==> src/rtl/swm_pkg.sv <==
package swm_pkg;
  // Frame bits are stored at the index of their arrival; these constants
  // are the packed values of the start and opcode fields seen that way.
  localparam logic [3:0] START_PAT = 4'b0101;
  localparam logic [3:0] OP_READ   = 4'b0001;
  localparam logic [3:0] OP_WRITE  = 4'b0010;
  localparam logic [3:0] OP_WEN    = 4'b1100;
  localparam logic [3:0] OP_WDS    = 4'b0000;

  typedef enum logic [1:0] {
    ST_IDLE,
    ST_SHIFT,
    ST_READ,
    ST_HOLD
  } fstate_t;
endpackage

==> src/rtl/swm_sync.sv <==
module swm_sync #(
  parameter int          W       = 4,
  parameter int          STAGES  = 2,
  parameter logic [W-1:0] RST_VAL = '0
) (
  input  logic         clk,
  input  logic         rst,
  input  logic [W-1:0] din,
  output logic [W-1:0] lvl
);
  for (genvar i = 0; i < W; i++) begin : g_bit
    logic [STAGES-1:0] chain;
    always_ff @(posedge clk) begin
      if (rst) chain <= {STAGES{RST_VAL[i]}};
      else     chain <= {chain[STAGES-2:0], din[i]};
    end
    assign lvl[i] = chain[STAGES-1];
  end
endmodule

==> src/rtl/swm_store.sv <==
module swm_store #(
  parameter int AW = 8,
  parameter int DW = 16
) (
  input  logic          clk,
  input  logic          rst,
  input  logic          we,
  input  logic [AW-1:0] waddr,
  input  logic [DW-1:0] wdata,
  input  logic [AW-1:0] raddr,
  output logic [DW-1:0] rword
);
  localparam int DEPTH = 1 << AW;

  logic [DW-1:0]    mem [DEPTH];
  logic [DEPTH-1:0] valid;
  logic [DW-1:0]    rdata_q;
  logic             rvalid_q;

  always_ff @(posedge clk) begin
    if (we) mem[waddr] <= wdata;
    rdata_q <= mem[raddr];
  end

  always_ff @(posedge clk) begin
    if (rst) begin
      valid    <= '0;
      rvalid_q <= 1'b0;
    end else begin
      if (we) valid[waddr] <= 1'b1;
      rvalid_q <= valid[raddr];
    end
  end

  // Unwritten words read as all ones.
  assign rword = rvalid_q ? rdata_q : '1;
endmodule

==> src/rtl/swm_prog_timer.sv <==
module swm_prog_timer #(
  parameter int AW          = 8,
  parameter int DW          = 16,
  parameter int PROG_CYCLES = 1000
) (
  input  logic          clk,
  input  logic          rst,
  input  logic          start,
  input  logic          abort,
  input  logic [AW-1:0] addr,
  input  logic [DW-1:0] data,
  output logic          busy,
  output logic          we,
  output logic [AW-1:0] waddr,
  output logic [DW-1:0] wdata
);
  localparam int TW = $clog2(PROG_CYCLES + 1);

  logic [TW-1:0] cnt;
  logic [AW-1:0] p_addr;
  logic [DW-1:0] p_data;

  always_ff @(posedge clk) begin
    if (rst) begin
      busy  <= 1'b0;
      cnt   <= '0;
      we    <= 1'b0;
      waddr <= '0;
      wdata <= '0;
    end else begin
      we <= 1'b0;
      if (start && !busy) begin
        busy   <= 1'b1;
        cnt    <= TW'(PROG_CYCLES - 1);
        p_addr <= addr;
        p_data <= data;
      end else if (busy) begin
        if (abort) begin
          busy  <= 1'b0;
          we    <= 1'b1;
          waddr <= p_addr;
          wdata <= '0;
        end else if (cnt == '0) begin
          busy  <= 1'b0;
          we    <= 1'b1;
          waddr <= p_addr;
          wdata <= p_data;
        end else begin
          cnt <= cnt - 1'b1;
        end
      end
    end
  end
endmodule

==> src/rtl/swm_frame.sv <==
module swm_frame
  import swm_pkg::*;
#(
  parameter int AW = 8,
  parameter int DW = 16
) (
  input  logic          clk,
  input  logic          rst,
  input  logic          sk_rise,
  input  logic          sk_fall,
  input  logic          sel_rise,
  input  logic          sel_fall,
  input  logic          sk_lvl,
  input  logic          di_lvl,
  input  logic          wc_lvl,
  input  logic          busy,
  input  logic [DW-1:0] rword,
  output logic [AW-1:0] rd_addr,
  output logic          wr_start,
  output logic [AW-1:0] wr_addr,
  output logic [DW-1:0] wr_data,
  output logic          do_val,
  output logic          do_oe,
  output logic          status_on
);
  localparam int HLEN = 8 + AW;
  localparam int FLEN = HLEN + DW;
  localparam int CW   = $clog2(FLEN + 1);
  localparam int IW   = $clog2(FLEN);
  localparam int BW   = $clog2(DW);

  fstate_t         state;
  logic [CW-1:0]   cnt;
  logic [FLEN-1:0] frame;
  logic            bit_done;
  logic            wc_seen;
  logic            wel;
  logic            post_write;
  logic [BW-1:0]   bitpos;
  logic [DW-1:0]   osh;

  always_ff @(posedge clk) begin
    if (rst) begin
      state      <= ST_IDLE;
      cnt        <= '0;
      frame      <= '0;
      bit_done   <= 1'b0;
      wc_seen    <= 1'b0;
      wel        <= 1'b0;
      post_write <= 1'b0;
      bitpos     <= '0;
      osh        <= '0;
      rd_addr    <= '0;
      wr_start   <= 1'b0;
      wr_addr    <= '0;
      wr_data    <= '0;
      do_val     <= 1'b0;
      do_oe      <= 1'b0;
      status_on  <= 1'b0;
    end else begin
      wr_start <= 1'b0;
      bit_done <= 1'b0;
      if (sel_rise) begin
        state     <= ST_IDLE;
        do_oe     <= 1'b0;
        status_on <= 1'b0;
      end else if (sel_fall) begin
        if (!sk_lvl && post_write) status_on <= 1'b1;
        if (!busy) begin
          state      <= ST_SHIFT;
          cnt        <= '0;
          wc_seen    <= 1'b0;
          post_write <= 1'b0;
        end
      end else begin
        case (state)
          ST_SHIFT: begin
            if (wc_lvl) wc_seen <= 1'b1;
            if (sk_rise) begin
              frame[cnt[IW-1:0]] <= di_lvl;
              cnt       <= cnt + 1'b1;
              bit_done  <= 1'b1;
              status_on <= 1'b0;
            end else if (bit_done) begin
              if (cnt == CW'(4)) begin
                if (frame[3:0] != START_PAT) state <= ST_HOLD;
              end else if (cnt == CW'(HLEN)) begin
                case (frame[7:4])
                  OP_READ: begin
                    state   <= ST_READ;
                    rd_addr <= frame[HLEN-1:8];
                    bitpos  <= '0;
                  end
                  OP_WEN: begin
                    wel   <= 1'b1;
                    state <= ST_HOLD;
                  end
                  OP_WDS: begin
                    wel   <= 1'b0;
                    state <= ST_HOLD;
                  end
                  OP_WRITE: begin
                    if (!wel) state <= ST_HOLD;
                  end
                  default: state <= ST_HOLD;
                endcase
              end else if (cnt == CW'(FLEN)) begin
                state <= ST_HOLD;
                if (!wc_seen && !wc_lvl) begin
                  wr_start   <= 1'b1;
                  wr_addr    <= frame[HLEN-1:8];
                  wr_data    <= frame[FLEN-1:HLEN];
                  post_write <= 1'b1;
                end
              end
            end
          end
          ST_READ: begin
            if (sk_fall) begin
              do_oe <= 1'b1;
              if (bitpos == '0) begin
                do_val  <= rword[0];
                osh     <= rword;
                rd_addr <= rd_addr + 1'b1;
              end else begin
                do_val <= osh[bitpos];
              end
              bitpos <= (bitpos == BW'(DW - 1)) ? '0 : bitpos + 1'b1;
            end
          end
          default: ;
        endcase
      end
    end
  end
endmodule

==> src/rtl/serial_word_mem.sv <==
module serial_word_mem #(
  parameter int AW          = 8,
  parameter int DW          = 16,
  parameter int PROG_CYCLES = 1000
) (
  input  logic clk,
  input  logic rst,
  input  logic sel_n,
  input  logic sclk,
  input  logic sdi,
  input  logic wr_ctl,
  output logic sdo,
  output logic sdo_oe,
  output logic rdy
);
  logic [3:0]    sync_lvl;
  logic          sel_s, sk_s, di_s, wc_s;
  logic          sel_q, sk_q;
  logic          sel_rise, sel_fall, sk_rise, sk_fall;
  logic [AW-1:0] rd_addr, wr_addr, mem_waddr;
  logic [DW-1:0] wr_data, mem_wdata, rword;
  logic          wr_start, mem_we, busy;
  logic          do_val, do_oe, status_on;

  swm_sync #(.W(4), .STAGES(2), .RST_VAL(4'b0001)) sync_i (
    .clk (clk),
    .rst (rst),
    .din ({wr_ctl, sdi, sclk, sel_n}),
    .lvl (sync_lvl)
  );
  assign sel_s = sync_lvl[0];
  assign sk_s  = sync_lvl[1];
  assign di_s  = sync_lvl[2];
  assign wc_s  = sync_lvl[3];

  always_ff @(posedge clk) begin
    if (rst) begin
      sel_q <= 1'b1;
      sk_q  <= 1'b0;
    end else begin
      sel_q <= sel_s;
      sk_q  <= sk_s;
    end
  end
  assign sel_rise = sel_s & ~sel_q;
  assign sel_fall = ~sel_s & sel_q;
  assign sk_rise  = sk_s & ~sk_q;
  assign sk_fall  = ~sk_s & sk_q;

  swm_frame #(.AW(AW), .DW(DW)) frame_i (
    .clk       (clk),
    .rst       (rst),
    .sk_rise   (sk_rise),
    .sk_fall   (sk_fall),
    .sel_rise  (sel_rise),
    .sel_fall  (sel_fall),
    .sk_lvl    (sk_s),
    .di_lvl    (di_s),
    .wc_lvl    (wc_s),
    .busy      (busy),
    .rword     (rword),
    .rd_addr   (rd_addr),
    .wr_start  (wr_start),
    .wr_addr   (wr_addr),
    .wr_data   (wr_data),
    .do_val    (do_val),
    .do_oe     (do_oe),
    .status_on (status_on)
  );

  swm_prog_timer #(.AW(AW), .DW(DW), .PROG_CYCLES(PROG_CYCLES)) timer_i (
    .clk   (clk),
    .rst   (rst),
    .start (wr_start),
    .abort (wc_s),
    .addr  (wr_addr),
    .data  (wr_data),
    .busy  (busy),
    .we    (mem_we),
    .waddr (mem_waddr),
    .wdata (mem_wdata)
  );

  swm_store #(.AW(AW), .DW(DW)) store_i (
    .clk   (clk),
    .rst   (rst),
    .we    (mem_we),
    .waddr (mem_waddr),
    .wdata (mem_wdata),
    .raddr (rd_addr),
    .rword (rword)
  );

  assign sdo    = status_on ? ~busy : do_val;
  assign sdo_oe = status_on | do_oe;
  assign rdy    = ~busy;
endmodule

==> config.mk <==
export PLATFORM = sky130hd
export DESIGN_NAME = serial_word_mem
export DESIGN_NICKNAME = d
export VERILOG_FILES = /design/src/rtl/swm_pkg.sv /design/src/rtl/swm_sync.sv /design/src/rtl/swm_store.sv /design/src/rtl/swm_prog_timer.sv /design/src/rtl/swm_frame.sv /design/src/rtl/serial_word_mem.sv
export SDC_FILE = /design/constraint.sdc
export NUM_CORES = 2
export LEC_CHECK = 0
export BUFFER_PORTS_ARGS = -buffer_cell sky130_fd_sc_hd__buf_4
export CAP_MARGIN = 20
export CORE_MARGIN = 10
export CORE_UTILIZATION = 30
export CTS_CLUSTER_SIZE = 24
export DETAILED_ROUTE_END_ITERATION = 8
export PLACE_DENSITY = 0.48
export SKIP_LAST_GASP = 1
export SLEW_MARGIN = 20
export SYNTH_ARGS = -nofsm -noshare
export SYNTH_HDL_FRONTEND = slang
export SYNTH_SLANG_ARGS = --single-unit
==> constraint.sdc <==
create_clock -name clk -period 5 [get_ports clk]
set_clock_uncertainty 0.2 [all_clocks]
set_input_delay 1 -clock clk [delete_from_list [all_inputs] [get_ports clk]]
set_output_delay 1 -clock clk [all_outputs]
set_load 0.03 [all_outputs]
==> results_dict.tcl <==
set metrics [dict create \
    ys_warn_count 0 \
    syn_area_per_cell_um2 20.0 \
    seqPwrFrac_pct 54.4 \
    nNetsFinal 9335 \
    max_cap_viol_count 0 \
    synth_top_area_share_pct 71.0 \
    wl_met2_mm 263 \
    dp.cells 16600 \
    synthTopCellsByArea "edfxtp_1 71%, mux4_2 14%, dfxtp_1 4.8%, mux2i_1 2.3%, nor2_1 1.8%" \
    cts_buffers 466 \
    clock_latency_ps 1040 \
    finalWirelength_mm 552 \
    period_share_pct 87.8 \
    area_growth_pct 16.6 \
    fmax_mhz 228 \
    met3_length_mm 38.9 \
    comb_power_share_pct 0.1 \
    worstPathRequired_ps 5680 \
    leakage_nw 52.6 \
    top_layer "met5" \
    die_h_um 782 \
    grt_pass1_wl_mm 761 \
    fp.coreArea_um2 578000 \
    p_per_area_nw_per_um2 369 \
    slew_violations 0 \
    crit_path_end_kind "flop" \
    reg2reg_depth 10 \
    seq_area_frac_synth_pct 75.8 \
    path_clk_slew_ps 70 \
    clock_path_buffers 4 \
    hold_path_depth 0 \
    layoutNonFillerInstCount 17500 \
    post_drt_wl_per_cell_um 31.6 \
    grt_pass1_vias 91700 \
    drt-initial-drc-count 11000 \
    cts_root_buf "clkbuf_16" \
    min_period_ps 4390 \
    tightestPinTransition_ps 1450 \
    path_class "reg -> reg" \
    antenna_found_initial 35 \
    synth_fp_nets 8706 \
    hold_viol_final 0 \
    vias 91000 \
    max_slew_margin_pct 3.11 \
    synth.most_common_cell "edfxtp_1" \
    p_clk_share_pct 45.5 \
    startpoint_type "flop" \
    irDropWorstVdd_v 0.000352 \
    fin_total_pwr_mw 74.9 \
    io_pins 9 \
    finalSetupViolCount 0 \
    grt_max_degree 161 \
    p_sw_mw 15.0 \
    netlist_area_um2 174000 \
    swShare_pct 20.0 \
    track_usage_pct 17.5 \
    start_util_pct 30.1 \
    hold_path_class "reg -> reg" \
    layout-drive-gt1-share_pct 28.1 \
    synth.distinct_cells 81 \
    async_reset_ff_share_pct 0 \
    fin_util_pct 35.1 \
    tns_ps 0 \
    cts_setup_buffers 0 \
    r2r_slack_ps 610 \
    ys_ff_latch 4539 \
    rows 279 \
    dp_hpwl_mm 332 \
    synth.cells.most_frequent "4120 x edfxtp_1, 1071 x mux4_2, 840 x nor2_1, 419 x dfxtp_1, 397 x mux2i_1" \
    htreeDepth 5 \
    drt_pre_antenna_iters 6 \
    worst-path-max-fanout 37 \
    wl_met1_mm 232 \
    dieArea_um2 612000 \
    die_w_um 782 \
    clock_sinks 4539 \
    synth_cells 8690 \
    intPower_mw 59.9 \
    drcViolationCount 0 \
    fin_hold_ws_ps 211 \
    viasPerCell 5.21 \
    synth_edf_count 4120 \
    antenna_left 0 \
    rsz0062_at_grt "no" \
    synth_top_cell_by_area "edfxtp_1" \
    tritoncts "yes" \
    gp_congestion 0.813 \
    status "finished, final reports clean" \
    critical_path_arrival_ps 5070 \
    grt_overflow 0 \
    synth_ff_type "edfxtp_1" \
    portBuffers 8 \
]
[worst paths after layout]
check / startpoint / to
hold / removal: frame_i.wr_data[6] / timer_i.p_data[6]
setup reg to reg: frame_i.rd_addr[1] / store_i.rdata_q[6]
setup / recovery: frame_i.rd_addr[1] / store_i.rdata_q[6]
hold reg to reg: frame_i.wr_data[6] / timer_i.p_data[6]
[layout make-up]
cell class,instances,area (um2)
fill,53800,375000
clock buffer,653,12800
multi-input combinational,3608,40000
clock inverter,220,2070
tap,7727,9670
timing repair buffer,670,6100
sequential,4539,132000
inverter,34,146
antenna,14,35.0
[kinds of logic (layout without fill, tap and decap cells)]
group,count (synthesis),in the layout,share of synthesized area (%)
buffers and inverters,543,1577,1.68
XOR/XNOR,11,11,0.0553
multiplexers,1476,1476,16.2
flip-flops,4539,4539,75.8
AO/OA/AOI/OAI,730,730,2.89
AND/OR/NAND/NOR,1381,1381,3.27
adder cells (fa/ha/maj),10,10,0.0718
other,0,14,0
[placed cells by master (no fill, tap or decap), types with 25 or more instances in the layout]
cell	synthesis	layout
bufinv_16	0	25
o221ai_1	55	55
nor2_2	0	224
nand3_1	51	49
o21ai_0	105	99
a211oi_1	28	28
a31oi_1	26	26
clkbuf_8	0	41
a21oi_1	196	196
a311oi_1	28	28
mux2i_1	397	397
a22oi_1	44	44
edfxtp_1	4120	4120
a221oi_1	59	59
o21ba_2	32	32
nand2_1	326	310
o22ai_1	43	43
buf_12	1	84
dfxtp_1	419	394
inv_1	29	27
clkinv_1	4	82
nor3_1	29	28
clkbuf_1	240	145
nor2_1	840	598
clkbuf_16	0	467
clkinv_2	0	79
buf_4	60	580
mux4_2	1071	1071
[state kept, by name (all words and copies together) (netlist names), 10 cells and up]
register / count
frame_i.frame: 32
frame_i.osh: 16
frame_i.wr_data: 16
store_i.mem: 4096
store_i.rdata_q: 16
store_i.valid: 256
timer_i.cnt: 10
timer_i.p_data: 16
timer_i.wdata: 16
[through the flow]
stage	worst slack [ps]	instance area, um2
after floorplan	547	174000
after global placement	-44.6	188000
after detailed placement	663	188000
after CTS	700	203000
after global routing	586	203000
final	609	203000
[per-layer routing]
layer / GRT usage, % / up-vias
li1: - / 36800
met1: 24.0 / 49900
met2: 28.5 / 3542
met3: 3.00 / 761
met4: 5.23 / 2
met5: 0 / -
[timing repair]
item / in CTS / in global routing
setup endpoints to repair: 0 / 0
hold buffers: 4 / 0
endpoints found under the hold margin: 4 / 0
resized for setup: 0 / 0
[worst max-delay path, cell delays in order (launching register included)]
cell and delay [ps]:
dfxtp_4 810, buf_12 270, buf_4 270, buf_12 260
mux4_2 360, mux4_2 470, nor2_1 270, or3_1 180
o31ai_1 190, o32ai_1 750, a21oi_1 80
[power by group through the flow]
stage               sequential [mW]  clock (mW)  combinational (mW)
floorplan                      41.6           0              0.0601
global placement               41.5           0              0.0967
detailed placement             41.5           0              0.0977
CTS                            40.7        34.8               0.101
global route                   40.7        36.3               0.107
finish                         40.7        34.1               0.101
Power figures use the tool's default switching activity.
